## src/rtl/srx_pkg.sv

```systemverilog
package srx_pkg;
    typedef enum logic [1:0] {
        S_HUNT = 2'd0,
        S_DATA = 2'd1,
        S_STOP = 2'd2
    } srx_state_e;
endpackage

```

## src/rtl/srx_tick_gen.sv

```systemverilog
module srx_tick_gen #(
    parameter int unsigned CLK_HZ = 50_000_000,
    parameter int unsigned BAUD   = 115_200,
    parameter int unsigned OVS    = 16
) (
    input  logic clk,
    input  logic rst_n,
    output logic tick
);
    localparam int unsigned INC   = BAUD * OVS;
    localparam int unsigned ACC_W = $clog2(CLK_HZ + INC) + 1;

    typedef struct packed {
        logic [ACC_W-1:0] acc;
        logic             tick;
    } tg_t;

    tg_t tg_d, tg_q;
    logic [ACC_W-1:0] sum;

    always_comb begin
        tg_d = tg_q;
        sum  = tg_q.acc + ACC_W'(INC);
        if (sum >= ACC_W'(CLK_HZ)) begin
            tg_d.acc  = sum - ACC_W'(CLK_HZ);
            tg_d.tick = 1'b1;
        end else begin
            tg_d.acc  = sum;
            tg_d.tick = 1'b0;
        end
    end

    always_ff @(posedge clk or negedge rst_n) begin
        if (!rst_n) tg_q <= '0;
        else        tg_q <= tg_d;
    end

    assign tick = tg_q.tick;

    generate
        if (CLK_HZ >= 2 * INC) begin : g_gap_chk
            AST_TICK_GAP: assert property (@(posedge clk) disable iff (!rst_n)
                tick |=> !tick);
        end
    endgenerate
endmodule

```

## src/rtl/srx_glitch_filt.sv

```systemverilog
module srx_glitch_filt #(
    parameter bit FILTER_EN = 1'b1
) (
    input  logic clk,
    input  logic rst_n,
    input  logic tick,
    input  logic raw,
    output logic clean
);
    typedef struct packed {
        logic [1:0] sync;
        logic [1:0] cnt;
    } gf_t;

    gf_t gf_d, gf_q;

    always_comb begin
        gf_d      = gf_q;
        gf_d.sync = {gf_q.sync[0], raw};
        if (FILTER_EN && tick) begin
            if (gf_q.sync[1] && gf_q.cnt != 2'd3)
                gf_d.cnt = gf_q.cnt + 2'd1;
            else if (!gf_q.sync[1] && gf_q.cnt != 2'd0)
                gf_d.cnt = gf_q.cnt - 2'd1;
        end
    end

    always_ff @(posedge clk or negedge rst_n) begin
        if (!rst_n) gf_q <= '{sync: 2'b11, cnt: 2'd3};
        else        gf_q <= gf_d;
    end

    generate
        if (FILTER_EN) begin : g_vote
            assign clean = gf_q.cnt[1];
            AST_FILT_ON_TICK: assert property (@(posedge clk) disable iff (!rst_n)
                !$stable(clean) |-> $past(tick));
        end else begin : g_pass
            assign clean = gf_q.sync[1];
        end
    endgenerate
endmodule

```

## src/rtl/srx_framer.sv

```systemverilog
module srx_framer
    import srx_pkg::*;
#(
    parameter int unsigned DATA_W = 8,
    parameter int unsigned OVS    = 16
) (
    input  logic              clk,
    input  logic              rst_n,
    input  logic              tick,
    input  logic              bit_in,
    input  logic              clear,
    output logic [DATA_W-1:0] data,
    output logic              ready,
    output logic              ferr,
    output logic              ovr
);
    localparam int unsigned TW   = $clog2(OVS);
    localparam int unsigned BW   = $clog2(DATA_W);
    localparam int unsigned HALF = OVS / 2 - 1;
    localparam int unsigned LAST = OVS - 1;

    typedef struct packed {
        srx_state_e        state;
        logic [TW-1:0]     tcnt;
        logic [BW-1:0]     bcnt;
        logic [DATA_W-1:0] shreg;
        logic [DATA_W-1:0] hold;
        logic              ready;
        logic              ferr;
        logic              ovr;
    } fr_t;

    fr_t fr_d, fr_q;

    always_comb begin
        fr_d = fr_q;
        if (clear) begin
            fr_d.ready = 1'b0;
            fr_d.ovr   = 1'b0;
        end
        if (tick) begin
            case (fr_q.state)
                S_HUNT: begin
                    if (bit_in)
                        fr_d.tcnt = TW'(HALF);
                    else if (fr_q.tcnt == '0) begin
                        fr_d.state = S_DATA;
                        fr_d.tcnt  = TW'(LAST);
                        fr_d.bcnt  = '0;
                    end else
                        fr_d.tcnt = fr_q.tcnt - 1'b1;
                end
                S_DATA: begin
                    if (fr_q.tcnt == '0) begin
                        fr_d.shreg = {bit_in, fr_q.shreg[DATA_W-1:1]};
                        fr_d.tcnt  = TW'(LAST);
                        if (fr_q.bcnt == BW'(DATA_W - 1))
                            fr_d.state = S_STOP;
                        else
                            fr_d.bcnt = fr_q.bcnt + 1'b1;
                    end else
                        fr_d.tcnt = fr_q.tcnt - 1'b1;
                end
                S_STOP: begin
                    if (fr_q.tcnt == '0) begin
                        fr_d.hold  = fr_q.shreg;
                        fr_d.ready = 1'b1;
                        fr_d.ferr  = !bit_in;
                        if (fr_q.ready && !clear)
                            fr_d.ovr = 1'b1;
                        fr_d.state = S_HUNT;
                        fr_d.tcnt  = TW'(HALF);
                    end else
                        fr_d.tcnt = fr_q.tcnt - 1'b1;
                end
                default: begin
                    fr_d.state = S_HUNT;
                    fr_d.tcnt  = TW'(HALF);
                end
            endcase
        end
    end

    always_ff @(posedge clk or negedge rst_n) begin
        if (!rst_n) begin
            fr_q       <= '0;
            fr_q.state <= S_HUNT;
            fr_q.tcnt  <= TW'(HALF);
        end else begin
            fr_q <= fr_d;
        end
    end

    assign data  = fr_q.hold;
    assign ready = fr_q.ready;
    assign ferr  = fr_q.ferr;
    assign ovr   = fr_q.ovr;

    AST_START_WAS_LOW: assert property (@(posedge clk) disable iff (!rst_n)
        (fr_q.state == S_DATA && $past(fr_q.state) == S_HUNT) |-> !$past(bit_in));
    AST_READY_AT_STOP: assert property (@(posedge clk) disable iff (!rst_n)
        $rose(fr_q.ready) |-> $past(fr_q.state) == S_STOP);
    AST_HOLD_ON_DELIVERY: assert property (@(posedge clk) disable iff (!rst_n)
        !$stable(fr_q.hold) |-> fr_q.ready);
    AST_CLEAR_DROPS_OVR: assert property (@(posedge clk) disable iff (!rst_n)
        clear |=> !fr_q.ovr);
    AST_OVR_NEEDS_READY: assert property (@(posedge clk) disable iff (!rst_n)
        $rose(fr_q.ovr) |-> $past(fr_q.ready));
endmodule

```

## src/rtl/srx_receiver.sv

```systemverilog
module srx_receiver #(
    parameter int unsigned CLK_HZ    = 50_000_000,
    parameter int unsigned BAUD      = 115_200,
    parameter int unsigned OVS       = 16,
    parameter int unsigned DATA_W    = 8,
    parameter bit          FILTER_EN = 1'b1
) (
    input  logic              clk,
    input  logic              rst_n,
    input  logic              rxd,
    input  logic              clear_ready,
    output logic [DATA_W-1:0] rx_byte,
    output logic              ready,
    output logic              irq,
    output logic              frame_err,
    output logic              overrun
);
    logic tick;
    logic clean;

    srx_tick_gen #(.CLK_HZ(CLK_HZ), .BAUD(BAUD), .OVS(OVS)) u_tick (
        .clk   (clk),
        .rst_n (rst_n),
        .tick  (tick)
    );

    srx_glitch_filt #(.FILTER_EN(FILTER_EN)) u_filt (
        .clk   (clk),
        .rst_n (rst_n),
        .tick  (tick),
        .raw   (rxd),
        .clean (clean)
    );

    srx_framer #(.DATA_W(DATA_W), .OVS(OVS)) u_frm (
        .clk    (clk),
        .rst_n  (rst_n),
        .tick   (tick),
        .bit_in (clean),
        .clear  (clear_ready),
        .data   (rx_byte),
        .ready  (ready),
        .ferr   (frame_err),
        .ovr    (overrun)
    );

    assign irq = ready;
endmodule

```

## config.mk

```make
export PLATFORM = sky130hd
export DESIGN_NAME = srx_receiver
export DESIGN_NICKNAME = d
export VERILOG_FILES = /design/src/rtl/srx_pkg.sv /design/src/rtl/srx_tick_gen.sv /design/src/rtl/srx_glitch_filt.sv /design/src/rtl/srx_framer.sv /design/src/rtl/srx_receiver.sv
export SDC_FILE = /design/constraint.sdc
export NUM_CORES = 1
export LEC_CHECK = 0
export CAP_MARGIN = 15
export CORE_MARGIN = 2
export CORE_UTILIZATION = 25
export CTS_CLUSTER_DIAMETER = 60
export DETAILED_ROUTE_END_ITERATION = 16
export DONT_BUFFER_PORTS = 1
export PLACE_DENSITY = 0.36
export SYNTH_ARGS = -nofsm -noshare
export SYNTH_HDL_FRONTEND = slang
export SYNTH_SLANG_ARGS = --single-unit
```

## constraint.sdc

```tcl
create_clock -name clk -period 3.21 [get_ports clk]
set_clock_uncertainty 0.05 [all_clocks]
set_input_delay 0.8025 -clock clk [delete_from_list [all_inputs] [get_ports clk]]
set_output_delay 0.8025 -clock clk [all_outputs]
set_load 0.03 [all_outputs]
```

==> metrics.sh, run 1 <==
STATUS='finished clean'
FINAL_ANTENNA_NET_COUNT=0
CTS_SETUP_BUFFERS=0
WORSTMARGINPINSLEW_PS=700
SYNTH.AVG_CELL_AREA_UM2=10.3
NETSWITCHINGFRACTION_PCT=20.9
SYNTH.DISTINCT_CELLS=46
SYNTH_NETS=285
GRT_USAGE_PCT=10.1
CP_DATA_ARRIVAL_TIME_PS=2810
POWER_FRAC_CLOCK_PCT=44.9
POSTSYNTH.ASYNCRESETSHARE_PCT=100
CRITICALPATHCATEGORY='flop to flop'
FP.DIEAREA_UM2=12100
SHARE_OF_THE_YOSYS_CHIP_AREA_BELONGING_TO_REGISTERS_PCT=47.4
PLACEDINSTANCEAREA_UM2=2880
SYNTHFLOPTYPE='sky130_fd_sc_hd__dfrtp_1'
GRT-OVFL-TOTAL=0
POST_CTS.RESIZED_INSTANCES=0
PLACE.DETAILED.HPWL_UM=3760
VIAS_PER_CELL=4.54
DRIVE_ABOVE_1_SHARE_PCT=15.8
PLACE_CONGESTION=0.738
SHARE_SEQ_OF_TOTAL_POWER_PCT=55.0
INSERTED_CLOCK_BUFFERS=5
GRT_MAX_DEGREE=54
DR.PASS1.ITERS=4
CTS_TREE='done'
AREA_GROWTH_SYN_TO_LAYOUT_PCT=7.64
FINALHOLDVIOLCOUNT=0
TIMING.MAX_SLEW.REL_SLACK_PCT=52.9
SWITCHING_POWER_uW=256
CRITICAL_PATH_PEAK_FANOUT=21
YOSYSTOPAREACELLSHARE_PCT=40.9
CORE_UM2=10900
ROUTED-VIA-COUNT=1839
DRV_CAP=0
POWER.TOTAL_uW=1220
CLOCKBUFFERDEPTH=2
CRITPATHCAPTURETYPE='flop'
SETUP_VIOL_COUNT_FINAL=0
CELL_INTERNAL_PWR_uW=967
PERIOD_MINUS_SLACK_PS=2690
PERIOD_UTILISATION_LAYOUT_PCT=83.9
POST_SYNTH_INST_COUNT=274
WORST_SETUP_HOLD_PATH_CLK_SLEW_PS=70
ANTENNADIODECOUNT=0
POWER_FRAC_COMB_PCT=0.1
SYNTH.FF_LATCH_COUNT=53
TOTAL_LEAKAGE_POWER_uW=0.00123
H-TREE-DEPTH=2
POST-ROUTE-DRC-COUNT=0
DRT-TOTAL-WL_UM=5480
CELLPOWERDENSITY_nW_PER_UM2=403
WORSTSETUPSTARTPOINTTYPE='flop'
SYNTH_ENABLE_FLOP_CELLS=0
SYNTHESIS.AREA_UM2=2820
ANTENNA_FOUND_INITIAL=0
CTS.SINKS=53
VDD.IR_DROP.WORST_mV=0.234
YOSYSMOSTFREQUENTCELL='sky130_fd_sc_hd__dfrtp_1'
WORSTHOLDPATHTYPE='input pin to asynchronous set/reset pin'
DIE_H_UM=110
GRT_PASS1_VIAS=1875
POSTCTSHOLDBUFS=0
SLEW_VIOL_FINAL=0
DRT_ITER0_MARKERS=99
SYNTH_COMMON_CELLS='46 x sky130_fd_sc_hd__dfrtp_1, 32 x sky130_fd_sc_hd__nand2_1, 17 x sky130_fd_sc_hd__xnor2_1'
YOSYSWARNINGS=0
GRT_SETUP_UNREPAIRED='no'
CLOCK_LATENCY_ON_THE_WORST_SKEW_PAIR_PS=290
SETUP-TNS-FINAL_PS=0
CLOCK-ROOT-BUFFER='sky130_fd_sc_hd__clkbuf_16'
DIE_WIDTH_UM=110
SYNTH.TOP_CELLS.BY_AREA='sky130_fd_sc_hd__dfrtp_1 41%, sky130_fd_sc_hd__dfstp_2 6.5%, sky130_fd_sc_hd__mux2_2 6.4%'
IOPINCOUNT=16
INITIAL_CORE_UTIL_PCT=25.7
DRT-WIRELENGTH-PER-CELL_UM=13.5
BUFFER_PORTS.INSERTED=0
RR_WORST_DEPTH=8
GRT_PASS1_WL_UM=9490
CRITICAL_PATH_REQUIRED_PS=3330
STDCELL_AREA_UM2=3030
PLACEMENTROWS=38
SYNTH_LARGEST_AREA_CELL='sky130_fd_sc_hd__dfrtp_1'
NUM-NETS-FINAL=275
TIMING.FMAX_MHz=372
[registers in the layout, summed over array words and instances, names as in the netlist]
| register | cells |
|---|---|
| u_filt.clean | 1 |
| u_filt.gf_d | 1 |
| u_filt.gf_q | 2 |
| u_frm.data | 8 |
| u_frm.ferr | 1 |
| u_frm.fr_q | 17 |
| u_frm.ovr | 1 |
| u_frm.ready | 1 |
| u_tick.tg_q | 20 |
| u_tick.tick | 1 |
[stage by stage]
stage	hold slack, ps	util [%]	cells	setup WS, ps
after floorplan	295	-	274	927
after global placement	306	26.3	397	612
after detailed placement	298	26.3	397	528
after CTS	138	27.7	405	499
after global routing	126	27.7	405	284
final	153	27.7	405	518
[layout make-up]
class,instances,area [um2]
clock buffers,5,125
clock inverters,3,26.3
fillers,1167,7910
inverters,10,37.5
multi-input cells,194,1330
flip-flops and latches,53,1340
well taps,140,175
[cells by family (layout without fill, tap and decap cells)]
logic type / after synthesis / count (layout) / synth area share [%]
AO/OA/AOI/OAI: 51 / 51 / 12.3
flip-flops: 53 / 53 / 47.4
XOR/XNOR: 31 / 31 / 9.91
adder cells (fa/ha/maj): 7 / 7 / 3.11
buffers and inverters: 27 / 18 / 5.29
AND/OR/NAND/NOR: 89 / 89 / 15.6
multiplexers: 16 / 16 / 6.40
[cell usage in the layout (no fill, tap or decap), drive strengths merged, types with 2 or more instances in the layout]
cell type	instances
dfrtp	46
nand2	32
xnor2	18
mux2	16
o21ai	15
nor2	13
xor2	13
nand3	12
inv	11
a21oi	10
nand4	8
ha	7
dfstp	7
a31oi	5
nor3	5
clkbuf	5
a21boi	5
nand2b	4
o22ai	4
or2	3
o221ai	3
and3	3
nor2b	2
clkinv	2
or3	2
[metal layers]
| metal | routed length (um) | track usage [%] | part of all wire (%) |
|---|---|---|---|
| met3 | 136 | 2.41 | 2.5 |
| met5 | 0 | 0 | 0 |
| met1 | 2720 | 13.1 | 50 |
| met4 | 51 | 3.48 | 0.93 |
| met2 | 2560 | 16.6 | 47 |
[final timing paths]
path                                        end  slack (ps)             from
worst max-delay path            u_tick.tg_q[24]         520  u_tick.tg_q[15]
max in group asynchronous          u_filt.clean        2760            rst_n
worst max register to register  u_tick.tg_q[24]         520  u_tick.tg_q[15]
min in group clk                 u_filt.gf_q[3]         310   u_filt.gf_d[3]
worst min register to register   u_filt.gf_q[3]         310   u_filt.gf_d[3]
worst min-delay path             u_frm.fr_q[27]         150            rst_n
[power by group through the flow]
stage / clock, uW / sequential, uW / combinational [uW]
after floorplan: 0 / 685 / 0.903
after global placement: 0 / 685 / 0.978
after detailed placement: 0 / 685 / 1.06
after CTS: 583 / 672 / 1.07
after global routing: 611 / 673 / 1.36
final: 549 / 672 / 1.02
[critical path: stages (launching register included)]
cell	delay, ps
sky130_fd_sc_hd__dfrtp_1	440
sky130_fd_sc_hd__ha_1	320
sky130_fd_sc_hd__a41oi_1	200
sky130_fd_sc_hd__or3_1	390
sky130_fd_sc_hd__o311ai_2	100
sky130_fd_sc_hd__and3_4	290
sky130_fd_sc_hd__a41o_2	450
sky130_fd_sc_hd__nand4_1	160
sky130_fd_sc_hd__xor2_1	170
(Power assumes the default switching activity.)
==> run 2, diff against run 1 <==
==> constraint.sdc (replaced) <==
create_clock -name clk -period 2.5 [get_ports clk]
set_clock_uncertainty 0.05 [all_clocks]
set_input_delay 0.625 -clock clk [delete_from_list [all_inputs] [get_ports clk]]
set_output_delay 0.625 -clock clk [all_outputs]
set_load 0.03 [all_outputs]
==> run 2 against run 1 <==
Effect of this change: setup slack got worse by 350 ps; maximum frequency increased by 15%; final cell count increased by 4.9%; die area did not move; wire length grew 12%; sequential share of layout area is 2.8 points lower; first-iteration DRC count fell by 38%; hold slack got worse by 33 ps; register-to-register slack worse by 350 ps; sequential power grew 28%; critical path depth up 1.
==> metrics.sh, run 2 (synthesis gave the netlist of run 1 again) <==
WORSTHOLDPATHTYPE='input pin to asynchronous set/reset pin'  # unchanged
CTS_TREE='done'  # unchanged
POWER_FRAC_COMB_PCT=1.3  # was 0.1%
DIE_WIDTH_UM=110  # unchanged
IOPINCOUNT=16  # unchanged
NUM-NETS-FINAL=295  # was 275
DRT-TOTAL-WL_UM=6110  # was 5480 um
MOST_COMMON_LIBRARY_CELL_IN_THE_LAYOUT_IGNORING_FILL_AND_TAPS='sky130_fd_sc_hd__dfrtp_1'  # unchanged
CTS.SINKS=53  # unchanged
CLOCKBUFFERDEPTH=2  # unchanged
CP_SLOWEST_CELL='sky130_fd_sc_hd__dfrtp_1'  # was sky130_fd_sc_hd__a41o_2
BUFFER_PORTS.INSERTED=0  # unchanged
TIMING.CRITICAL_PATH.CELLS='ha_1 > buf_4 > xnor2_1 > nor2_1 > nand2_1 > o221ai_1 > a41o_4 > nand4_1 > xor2_1'  # was ha_1 > a41oi_1 > or3_1 > o311ai_2 > and3_4 > a41o_2 > nand4_1 > xor2_1
POST-ROUTE-DRC-COUNT=0  # unchanged
CORE_UM2=10900  # unchanged
STDCELL_AREA_UM2=3230  # was 3030 um2
REGMOSTFLOPS='u_tick.tg_q'  # unchanged
H-TREE-DEPTH=2  # unchanged
ROUTED-VIA-COUNT=1956  # was 1,839
PLACEDINSTANCEAREA_UM2=3010  # was 2880 um2
CLOCK-ROOT-BUFFER='sky130_fd_sc_hd__clkbuf_16'  # unchanged
VDD.IR_DROP.WORST_mV=0.223  # was 0.234 mV
PLACEMENTROWS=38  # unchanged
SETUP_SLACK_PS=167  # was 518 ps
PLACE_CONGESTION=0.801  # was 0.738
STATUS='finished clean'  # unchanged
CELLPOWERDENSITY_nW_PER_UM2=503  # was 403 nW/um2
DR.PASS1.ITERS=4  # unchanged
PLACE.DETAILED.HPWL_UM=3970  # was 3760 um
CRITPATHCAPTURETYPE='flop'  # unchanged
GRT_SETUP_UNREPAIRED='no'  # unchanged
VIAS_PER_CELL=4.60  # was 4.54
AREA_GROWTH_SYN_TO_LAYOUT_PCT=14.9  # was 7.64%
FP.DIEAREA_UM2=12100  # unchanged
POWER.TOTAL_uW=1630  # was 1220 uW
CRITICAL_PATH_PEAK_FANOUT=10  # was 21
INSERTED_CLOCK_BUFFERS=5  # unchanged
GRT-OVFL-TOTAL=0  # unchanged
CELL_INTERNAL_PWR_uW=1270  # was 967 uW
ANTENNA_FOUND_INITIAL=0  # unchanged
CP_DATA_ARRIVAL_TIME_PS=2460  # was 2810 ps
WORST_SETUP_HOLD_PATH_CLK_SLEW_PS=80  # was 70 ps
FINALHOLDVIOLCOUNT=0  # unchanged
DRT_ITER0_MARKERS=61  # was 99
DIE_H_UM=110  # unchanged
GRT_MAX_DEGREE=47  # was 54
SLEW_VIOL_FINAL=0  # unchanged
SHARE_SEQ_OF_TOTAL_POWER_PCT=53.0  # was 55.0%
DRIVE_ABOVE_1_SHARE_PCT=22.8  # was 15.8%
MOST-COMMON-LAYOUT-CELLS='46 x sky130_fd_sc_hd__dfrtp_1, 32 x sky130_fd_sc_hd__nand2_1, 18 x sky130_fd_sc_hd__buf_4, 17 x sky130_fd_sc_hd__xnor2_1, 16 x sky130_fd_sc_hd__mux2_2'  # was 46 x sky130_fd_sc_hd__dfrtp_1, 32 x sky130_fd_sc_hd__nand2_1, 17 x sky130_fd_sc_hd__xnor2_1, 16 x sky130_fd_sc_hd__mux2_2, 15 x sky130_fd_sc_hd__o21ai_0
ANTENNADIODECOUNT=0  # unchanged
WORSTMARGINPINSLEW_PS=593  # was 700 ps
DRT-WIRELENGTH-PER-CELL_UM=14.4  # was 13.5 um
SWITCHING_POWER_uW=356  # was 256 uW
INITIAL_CORE_UTIL_PCT=25.7  # unchanged
DRV_CAP=0  # unchanged
GRT_PASS1_VIAS=1929  # was 1,875
TIMING.FMAX_MHz=429  # was 372 MHz
PRE_CTS_WS_PS=75.5  # was 528 ps
NETSWITCHINGFRACTION_PCT=21.8  # was 20.9%
FILLERINSTANCES=1147  # was 1,167
TOTAL_LEAKAGE_POWER_uW=0.00135  # was 0.00123 uW
CRITICAL_PATH_REQUIRED_PS=2630  # was 3330 ps
FLIP_FLOP_COUNT_OF_THE_LARGEST_REGISTER_AFTER_LAYOUT=20  # unchanged
CRITICALPATHCATEGORY='flop to flop'  # unchanged
SETUP_VIOL_COUNT_FINAL=0  # unchanged
WORSTSETUPSTARTPOINTTYPE='flop'  # unchanged
TIMING.MAX_SLEW.REL_SLACK_PCT=60.4  # was 52.9%
CLOCK_LATENCY_ON_THE_WORST_SKEW_PAIR_PS=300  # was 290 ps
SETUP-TNS-FINAL_PS=0  # unchanged
GRT_USAGE_PCT=10.7  # was 10.1%
GRT_PASS1_WL_UM=9870  # was 9490 um
CRITICAL_PATH.MAX_STAGE_DELAY_PS=380  # was 450 ps
PERIOD_UTILISATION_LAYOUT_PCT=93.3  # was 83.9%
FINAL_ANTENNA_NET_COUNT=0  # unchanged
POWER_FRAC_CLOCK_PCT=45.7  # was 44.9%
PERIOD_MINUS_SLACK_PS=2330  # was 2690 ps
==> run 2: cell type report <==
type / instances / area [um2] / share of cell area (%)
multi-input cells: 195 / 1370 / 42.3
flip-flops and latches: 53 / 1340 / 41.3
well taps: 140 / 175 / 5.42
repair buffers: 19 / 163 / 5.03
clock buffers: 6 / 139 / 4.29
inverters: 10 / 37.5 / 1.16
clock inverters: 2 / 17.5 / 0.542
==> run 2: power by group through the flow <==
stage | logic, uW | registers [uW] | clock network [uW]
floorplan | 1.16 | 879 | 0
global placement | 1.23 | 880 | 0
detailed placement | 1.35 | 880 | 0
CTS | 22.9 | 863 | 777
global route | 25.0 | 863 | 815
finish | 21.1 | 863 | 743
==> run 2: layer usage <==
metal	GRT usage, %	wire length [um]
met1	14.7	3170
met2	16.3	2670
met3	2.76	174
met4	4.02	96
met5	0	0
==> run 2: worst paths after layout <==
path	cells after the start	slack, ps	from	end
min reg2reg	0	310	u_filt.gf_d[3]	u_filt.gf_q[3]
max in group asynchronous	1	2050	rst_n	u_tick.tg_q[21]
max reg2reg	9	170	u_tick.tg_q[14]	u_tick.tg_q[24]
max	9	170	u_tick.tg_q[14]	u_tick.tg_q[24]
min in group clk	0	270	rxd	u_filt.gf_d[3]
min	0	120	rst_n	u_filt.gf_q[0]
==> run 2: stage by stage <==
stage	hold WS [ps]	instances	util [%]
2_1_floorplan	279	274	-
3_3_place_gp	281	414	27.5
3_5_place_dp	282	414	27.5
4_1_cts	108	423	29.2
5_1_grt	102	425	29.6
6_report	120	425	29.6
==> run 2: what timing repair did <==
| item | CTS | global route |
|---|---|---|
| setup endpoints to repair | 0 | 27 |
| hold endpoints to repair | 46 | 0 |
| hold buffers | 1 | 0 |
| buffers inserted | 0 | 1 |
| gates resized for setup | 0 | 5 |
==> run 2: critical path, delay by kind of cell, from the launching register on <==
family	cells	cell delay, ps
XOR/XNOR	2	310
AND/OR/NAND/NOR	3	320
buffers and inverters	1	160
AO/OA/AOI/OAI	2	750
adder cells (fa/ha/maj)	1	240
flip-flops	1	380
